[src/rtl/kw_pkg.sv]
package kw_pkg;
    localparam logic [7:0]  OFS_KICK   = 8'h10;
    localparam logic [7:0]  OFS_CFG    = 8'h14;
    localparam logic [7:0]  OFS_MODE   = 8'h18;
    localparam logic [11:0] KICK_KEY   = 12'hA57;
    localparam logic [1:0]  ACT_SYSRST = 2'b01;
    localparam int          TICK_W     = 6;   // holds the 32-tick maximum

    typedef enum logic [1:0] {
        ST_IDLE  = 2'd0,
        ST_COUNT = 2'd1,
        ST_FIRE  = 2'd2
    } kw_state_e;
endpackage

[src/rtl/kw_tick_gen.sv]
module kw_tick_gen #(
    parameter int CYC_PER_TICK = 12_000_000
) (
    input  logic clk,
    input  logic rst_n,
    input  logic run,
    input  logic clr,
    output logic tick
);
    localparam int PRE_W = (CYC_PER_TICK > 2) ? $clog2(CYC_PER_TICK) : 1;
    localparam logic [PRE_W-1:0] LAST = PRE_W'(CYC_PER_TICK - 1);

    logic [PRE_W-1:0] pre_q;

    assign tick = run && (pre_q == LAST);

    always_ff @(posedge clk or negedge rst_n) begin
        if (!rst_n)
            pre_q <= '0;
        else if (!run || clr || tick)
            pre_q <= '0;
        else
            pre_q <= pre_q + 1'b1;
    end
endmodule

[src/rtl/kw_interval_lut.sv]
module kw_interval_lut
    import kw_pkg::*;
(
    input  logic [3:0]        code,
    output logic [TICK_W-1:0] limit
);
    always_comb begin
        if (code == 4'd0)
            limit = TICK_W'(1);
        else if (code <= 4'd6)
            limit = TICK_W'({code, 1'b0});
        else if (code <= 4'd11)
            limit = TICK_W'({code, 2'b00} - 6'd12);
        else
            limit = TICK_W'(32);
    end
endmodule

[src/rtl/kw_expiry_fsm.sv]
module kw_expiry_fsm
    import kw_pkg::*;
(
    input  logic              clk,
    input  logic              rst_n,
    input  logic              en_next,
    input  logic              restart,
    input  logic              tick,
    input  logic [TICK_W-1:0] limit,
    output logic              run,
    output logic              pre_clr,
    output logic              fire
);
    kw_state_e         state_q, state_d;
    logic [TICK_W-1:0] elapsed_q;
    logic              expire;

    assign expire = (state_q == ST_COUNT) && tick && !restart
                    && (elapsed_q == limit - 1'b1);

    always_comb begin
        state_d = state_q;
        if (!en_next)
            state_d = ST_IDLE;
        else begin
            unique case (state_q)
                ST_IDLE:  state_d = ST_COUNT;
                ST_COUNT: state_d = expire ? ST_FIRE : ST_COUNT;
                ST_FIRE:  state_d = ST_COUNT;
                default:  state_d = ST_IDLE;
            endcase
        end
    end

    always_ff @(posedge clk or negedge rst_n) begin
        if (!rst_n)
            state_q <= ST_IDLE;
        else
            state_q <= state_d;
    end

    always_ff @(posedge clk or negedge rst_n) begin
        if (!rst_n)
            elapsed_q <= '0;
        else if (!en_next || restart || expire || state_q != ST_COUNT)
            elapsed_q <= '0;
        else if (tick)
            elapsed_q <= elapsed_q + 1'b1;
    end

    always_comb begin
        run     = (state_q == ST_COUNT);
        pre_clr = restart;
        fire    = (state_q == ST_FIRE);
    end

    // a refresh in the expiring cycle keeps the machine out of FIRE
    a_r10_refresh_beats_expiry: assert property (@(posedge clk) disable iff (!rst_n)
        (restart && en_next) |=> (state_q != ST_FIRE));
    // tick count stays inside the selected interval
    a_r2_elapsed_in_range: assert property (@(posedge clk) disable iff (!rst_n)
        (state_q == ST_COUNT) |-> (elapsed_q < limit));
endmodule

[src/rtl/keyed_watchdog.sv]
module keyed_watchdog
    import kw_pkg::*;
#(
    parameter int CYC_PER_TICK = 12_000_000
) (
    input  logic        clk,
    input  logic        rst_n,
    input  logic        bus_sel,
    input  logic        bus_wr,
    input  logic [7:0]  bus_addr,
    input  logic [31:0] bus_wdata,
    output logic [31:0] bus_rdata,
    output logic        sys_rst_o,
    output logic        irq_o
);
    logic              mode_en_q;
    logic [3:0]        mode_code_q;
    logic [1:0]        act_q;
    logic              pend_q;
    logic              wr, kick_ok, mode_wr, cfg_wr, en_next, restart;
    logic              run, pre_clr, tick, fire;
    logic [TICK_W-1:0] limit;

    assign wr      = bus_sel && bus_wr;
    assign kick_ok = wr && (bus_addr == OFS_KICK) && bus_wdata[0]
                     && (bus_wdata[12:1] == KICK_KEY);
    assign mode_wr = wr && (bus_addr == OFS_MODE);
    assign cfg_wr  = wr && (bus_addr == OFS_CFG);
    assign en_next = mode_wr ? bus_wdata[0] : mode_en_q;
    assign restart = kick_ok || (mode_wr && bus_wdata[0]
                     && (!mode_en_q || bus_wdata[7:4] != mode_code_q));

    always_ff @(posedge clk or negedge rst_n) begin
        if (!rst_n) begin
            mode_en_q   <= 1'b0;
            mode_code_q <= 4'd0;
            act_q       <= 2'd0;
        end else begin
            if (mode_wr) begin
                mode_en_q   <= bus_wdata[0];
                mode_code_q <= bus_wdata[7:4];
            end
            if (cfg_wr)
                act_q <= bus_wdata[1:0];
        end
    end

    // set on interrupt-mode expiry wins over a same-cycle clear
    always_ff @(posedge clk or negedge rst_n) begin
        if (!rst_n)
            pend_q <= 1'b0;
        else if (fire && act_q != ACT_SYSRST)
            pend_q <= 1'b1;
        else if (cfg_wr && bus_wdata[8])
            pend_q <= 1'b0;
    end

    always_comb begin
        unique case (bus_addr)
            OFS_CFG:  bus_rdata = {23'd0, pend_q, 6'd0, act_q};
            OFS_MODE: bus_rdata = {24'd0, mode_code_q, 3'd0, mode_en_q};
            default:  bus_rdata = 32'd0;
        endcase
    end

    assign sys_rst_o = fire && (act_q == ACT_SYSRST);
    assign irq_o     = pend_q;

    kw_tick_gen #(.CYC_PER_TICK(CYC_PER_TICK)) u_tick (
        .clk(clk), .rst_n(rst_n), .run(run), .clr(pre_clr), .tick(tick)
    );

    kw_interval_lut u_lut (.code(mode_code_q), .limit(limit));

    kw_expiry_fsm u_fsm (
        .clk(clk), .rst_n(rst_n), .en_next(en_next), .restart(restart),
        .tick(tick), .limit(limit), .run(run), .pre_clr(pre_clr), .fire(fire)
    );

    // reset pulse lasts one clock
    a_r9_rst_single_cycle: assert property (@(posedge clk) disable iff (!rst_n)
        sys_rst_o |=> !sys_rst_o);
    // pending only rises after an expiry cycle
    a_r9_pend_after_fire: assert property (@(posedge clk) disable iff (!rst_n)
        $rose(pend_q) |-> $past(fire));
    // a disabled watchdog never expires
    a_r7_idle_silent: assert property (@(posedge clk) disable iff (!rst_n)
        !mode_en_q |-> !fire);
    // a rejected control write does not disturb the pending flag
    a_r6_bad_kick_no_pend: assert property (@(posedge clk) disable iff (!rst_n)
        (wr && bus_addr == OFS_KICK && !kick_ok && !fire) |=> $stable(pend_q));
endmodule

[config.mk]
export PLATFORM = sky130hd
export DESIGN_NAME = keyed_watchdog
export DESIGN_NICKNAME = d
export VERILOG_FILES = /design/src/rtl/kw_pkg.sv /design/src/rtl/kw_tick_gen.sv /design/src/rtl/kw_interval_lut.sv /design/src/rtl/kw_expiry_fsm.sv /design/src/rtl/keyed_watchdog.sv
export SDC_FILE = /design/constraint.sdc
export NUM_CORES = 1
export LEC_CHECK = 0
export BUFFER_PORTS_ARGS = -buffer_cell sky130_fd_sc_hd__buf_4
export CAP_MARGIN = 20
export CORE_AREA = 2 2 106 108
export CTS_CLUSTER_SIZE = 24
export DETAILED_ROUTE_END_ITERATION = 8
export DIE_AREA = 0 0 108 110
export PLACE_DENSITY = 0.51
export SLEW_MARGIN = 30
export SYNTH_ARGS = -nofsm -noshare
export SYNTH_HDL_FRONTEND = slang
export SYNTH_SLANG_ARGS = --single-unit
[constraint.sdc]
create_clock -name clk -period 2.74 [get_ports clk]
set_clock_uncertainty 0.05 [all_clocks]
set_input_delay 0.274 -clock clk [delete_from_list [all_inputs] [get_ports clk]]
set_output_delay 0.274 -clock clk [all_outputs]
set_load 0.02 [all_outputs]
==> flow_summary.yaml, run 1 <==
detailed_routing:
  wirelength_mm: 5.27
  drt-wirelength-per-cell_um: 11.5
  drc: 0
  ant_nets: 0
  via_count: 1984
  viasPerCell: 4.31
  drt_iter0_drc: 115
  first_pass_iters: 5
yosys:
  synth_xor_xnor_area_share: 0.113
  synth_cell_types: 50
  synth-seq-cells: 40
  ys_seq_area_frac: 0.380
  synth_edf_count: 0
  synth_compound_area_frac: 0.0723
  synth.avg_cell_area_um2: 9.36
  synth_top_cell_by_area: "dfrtp_1"
  async_flop_share: 1.00
  synthSimpleGateAreaFrac: 0.272
  syn_area_mm2: 0.00263
  synth_warnings: 0
  synth_top_family_by_area: "simple AND/OR/NAND/NOR gates"
  synthMuxAreaShare: 0.0333
  ys_top_cells_by_area: "dfrtp_1, buf_4, xor2_1"
  netlist_instances: 281
  yosys_most_used_dff: "dfrtp_1"
  synth-adder-area-share: 0.0238
  yosys.area.top_type_share: 0.380
worst_setup_path:
  crit_fanout: 8
  required_ps: 2880
  regToRegSetupSlack_ps: 220
  start_kind: "flop"
  end_kind: "flop"
  crit_type: "reg2reg"
  arrival_ps: 2660
floorplanning:
  coreArea_mm2: 0.0107
  fp.dieH_um: 110
  rows: 38
  die_w_um: 108
  initial_core_util: 0.246
  dieArea_mm2: 0.0119
  ioPinCount: 78
grt:
  grt_overflow_total: 0
  grt_pass1_wl_mm: 9.14
  track_usage: 0.0970
  grt_antenna_before_repair: 0
  grt_max_degree: 41
  first_global_vias: 1965
outcome:
  status: "finished clean"
placement:
  dp.cells: 451
  io_buffers: 33
  dp_worst_setup_slack_ps: 173
  dp_hpwl_mm: 3.96
  gp_congestion: 0.759
finish:
  antenna_cells: 0
  area_growth_pct: 16.2
  drive_gt1_frac: 0.188
  final_cell_mix: "dfrtp_1, buf_4, nor2_1"
  fillerInstances: 1151
  utilization: 0.286
  finalNonFillerCells: 460
  final_common_cell: "dfrtp_1"
  fin_nets: 368
sta:
  timing.final.ws_setup_ps: 218
  min_period_over_period: 0.921
  final_hold_viol_count: 0
  slew_headroom: 0.654
  fmax_mhz: 396
  worstMarginPinSlew_ps: 519
  rsz0062_at_grt: "no"
  timing.final.max_slew_violations: 0
  period_needed_ps: 2520
  finalSetupViolations: 0
  fin_tns_setup_ps: 0
clock_tree:
  cts_buffer_depth: 2
  clk_pin_slew_ps: 70
  clk-insertion-delay-late_ps: 290
  cts_tree: "built"
  cts_made_buffers: 5
  cts_root_buf: "clkbuf_8"
  cts_max_level: 2
  clock-sinks: 40
pwr:
  powerDensity_mw_per_mm2: 369
  vdd_ir_drop_max_mv: 0.191
  leakage_nw: 1.29
  power.total_w: 0.00113
run:
  maxCapViolations: 0
worst_hold_path:
  hold_class: "in2reg"
==> repair_timing <==
item                                    4_1_cts  5_1_grt
resized for setup                             0        3
hold buffers                                  1        0
hold endpoints to repair                     40        0
endpoints found under the setup margin        0        8
buffers inserted                              0        0
==> final timing paths <==
path | start | endpoint | depth (start not counted)
worst max-delay path | mode_code_q[1] | u_fsm.elapsed_q[4] | 10
worst min-delay path | bus_wdata[1] | act_q[1] | 2
worst max register to register | mode_code_q[1] | u_fsm.elapsed_q[4] | 10
worst min register to register | u_tick.pre_q[0] | u_tick.pre_q[0] | 1
max in group asynchronous | rst_n | mode_code_q[2] | 2
min in group asynchronous | rst_n | u_tick.pre_q[17] | 2
==> report_power, final <==
| group | leakage [nW] | switching, W | internal (W) |
|---|---|---|---|
| combinational | 0.681 | 0.0000819 | 0.0000484 |
| sequential | 0.558 | 0.00000481 | 0.000594 |
| clock | 0.0455 | 0.000195 | 0.000205 |
==> cells in the mapped netlist (2+ instances only) <==
master and n:
nor2_1 38, a31oi_1 2, buf_2 3, dfrtp_1 40, nor4_2 2, nor3_1 4
nand4_1 9, nor4bb_1 3, nor2b_1 4, mux2i_1 2, nand2b_1 5, a21o_1 2
xnor2_1 14, o22ai_1 3, buf_6 2, nor3b_1 5, ha_1 5, mux2_2 6
a211oi_1 2, or4_1 2, nor4_1 4, a21oi_1 3, and2_1 6, o21ai_0 5
or3_1 2, xor2_1 20, nand2_1 16, buf_4 27, nand3b_1 3, inv_1 8
and3_1 4, nand3_1 12
==> critical path, cell delays in order (launching register included) <==
cell and delay, ps:
dfrtp_1 420, buf_4 170, ha_1 190, and3b_1 260
a31oi_1 140, nor2b_1 160, a22o_1 240, a22oi_1 280
nor4_4 80, buf_4 170, nor4_1 260
==> through the flow <==
step	cell area, um^2	hold WS (ps)
detailed placement	2950	243
finish	3060	178
CTS	3050	171
global placement	2950	245
floorplan	2720	-71.6
global route	3060	175
==> area by class of cell <==
cell class | count | area, um^2 | area share
Clock buffer | 8 | 90.1 | 0.0295
Inverter | 8 | 30.0 | 0.00982
Multi-Input combinational cell | 224 | 1460 | 0.477
Sequential cell | 40 | 1000 | 0.327
Tap cell | 140 | 175 | 0.0573
Timing Repair Buffer | 40 | 303 | 0.0991
==> registers in the layout, summed over array words and instances, names as in the netlist <==
name / cells
act_q: 2
irq_o: 1
mode_code_q: 4
mode_en_q: 1
u_fsm.elapsed_q: 6
u_fsm.state_q: 2
u_tick.pre_q: 24
==> per-layer routing <==
metal	vias up	share of wire	track usage
li1	991	-	-
met5	-	0	0
met4	0	0.014	0.0330
met1	950	0.49	0.123
met2	35	0.46	0.164
met3	8	0.035	0.0212
==> kinds of logic (layout without fill, tap and decap cells) <==
logic type | Yosys count | in the layout
simple gates | 127 | 127
buf+inv | 41 | 56
flops | 40 | 40
xor+xnor | 34 | 34
compound gates | 25 | 25
mux | 8 | 8
fa+ha+maj | 5 | 5
other cells | 1 | 25
Power figures use the tool's default switching activity.
==> inputs of run 2 (changes only) <==
- PLACE_DENSITY: 0.51 -> 0.5
==> flow_summary.yaml, run 2 (same netlist as run 1, synthesis figures left out) <==
finish:
  reg.largest.list: "u_tick.pre_q x24, u_fsm.elapsed_q x6, mode_code_q x4"
  largest-register: "u_tick.pre_q"
  fin_nets: 368
  area_growth_pct: 16.8
  largest_reg_flops: 24
  antenna_cells: 0
  finalNonFillerCells: 460
  final_common_cell: "dfrtp_1"
  utilization: 0.287
  drive_gt1_frac: 0.191
  final_cell_mix: "dfrtp_1, buf_4, nor2_1"
sta:
  final_hold_viol_count: 0
  worstMarginPinSlew_ps: 520
  min_period_over_period: 0.915
  slew_headroom: 0.654
  finalSetupViolations: 0
  period_needed_ps: 2510
  fin_tns_setup_ps: 0
  fmax_mhz: 399
  rsz0062_at_grt: "no"
  timing.final.max_slew_violations: 0
  timing.final.ws_setup_ps: 234
pwr:
  leakage_nw: 1.29
  powerDensity_mw_per_mm2: 392
  swShare: 0.245
  p_comb_frac: 0.108
  internal-power_w: 0.000911
  seq_power_share: 0.496
  vdd_ir_drop_max_mv: 0.195
  switchingPower_w: 0.000295
  clkPwrFrac: 0.396
floorplanning:
  dieArea_mm2: 0.0119
  fp.dieH_um: 110
  rows: 38
  ioPinCount: 78
  die_w_um: 108
  coreArea_mm2: 0.0107
  initial_core_util: 0.246
placement:
  io_buffers: 33
  gp_congestion: 0.760
  dp.cells: 451
  dp_hpwl_mm: 4.03
  dp_worst_setup_slack_ps: 185
detailed_routing:
  viasPerCell: 4.34
  wirelength_mm: 5.34
  drc: 0
  via_count: 1995
  drt-wirelength-per-cell_um: 11.6
  ant_nets: 0
  first_pass_iters: 4
  drt_iter0_drc: 39
grt:
  grt_antenna_before_repair: 0
  grt_overflow_total: 0
  first_global_vias: 2023
  track_usage: 0.0979
  grt_pass1_wl_mm: 9.36
  grt_max_degree: 41
worst_setup_path:
  arrival_ps: 2650
  end_kind: "flop"
  crit_type: "reg2reg"
  crit_fanout: 9
  required_ps: 2880
  start_kind: "flop"
clock_tree:
  clk-insertion-delay-late_ps: 300
  cts_tree: "built"
  post-cts-setup-buffers: 0
  cts_buffer_depth: 2
  cts_max_level: 2
  clock-sinks: 40
  cts_root_buf: "clkbuf_8"
  cts_made_buffers: 5
  clk_pin_slew_ps: 80
run:
  maxCapViolations: 0
worst_hold_path:
  hold_class: "in2reg"
outcome:
  status: "finished clean"
==> run 2: worst paths after layout <==
path / startpoint / endpoint / slack [ps] / cells after the start
max: mode_code_q[1] / u_fsm.elapsed_q[4] / 230 / 10
min: bus_wdata[1] / act_q[1] / 170 / 2
max reg2reg: mode_code_q[1] / u_fsm.elapsed_q[4] / 230 / 10
min reg2reg: u_tick.pre_q[0] / u_tick.pre_q[0] / 460 / 1
max in group asynchronous: rst_n / u_fsm.elapsed_q[3] / 1840 / 2
min in group asynchronous: rst_n / u_tick.pre_q[2] / 430 / 2
==> run 2: layout make-up <==
cell class | count | area, um^2
Fill cell | 1143 | 7620
Multi-Input combinational cell | 224 | 1450
Sequential cell | 40 | 1000
Timing Repair Buffer | 40 | 303
Tap cell | 140 | 175
Clock buffer | 5 | 68.8
Clock inverter | 3 | 42.5
Inverter | 8 | 30.0
==> run 2: routing by layer <==
layer / wire [um] / track usage / vias to the layer above
met4: 67 / 0.0302 / 0
li1: - / - / 996
met1: 2570 / 0.121 / 956
met3: 181 / 0.0194 / 8
met5: 0 / 0 / -
met2: 2520 / 0.172 / 35
==> run 2: what timing repair did <==
item / in CTS / in global routing
resized for setup: 0 / 2
endpoints found under the hold margin: 40 / 0
endpoints found under the setup margin: 0 / 8
hold buffers: 1 / 0
==> run 2: critical path: stages, from the launching register on <==
cell and delay, ps:
dfrtp_1 390, buf_4 170, ha_1 190, and3b_1 260
a31oi_1 150, nor2b_1 160, a22o_1 230, a22oi_1 290
nor4_4 80, buf_4 180, nor4_1 250
==> run 2: power groups by stage <==
stage | registers [W] | logic [W] | clock network (W)
global placement | 0.000609 | 0.000129 | 0
global route | 0.000599 | 0.000146 | 0.000519
CTS | 0.000598 | 0.000132 | 0.000500
finish | 0.000598 | 0.000131 | 0.000478
detailed placement | 0.000610 | 0.000130 | 0
floorplan | 0.000607 | 0.000106 | 0
==> run 2: per-stage QoR <==
step	cell area (um^2)	total power, W	hold WS, ps
6_report	3070	0.00121	167
5_1_grt	3070	0.00126	165
4_1_cts	3070	0.00123	158
3_5_place_dp	2950	0.000740	242
3_3_place_gp	2950	0.000739	247
2_1_floorplan	2720	0.000714	-71.6
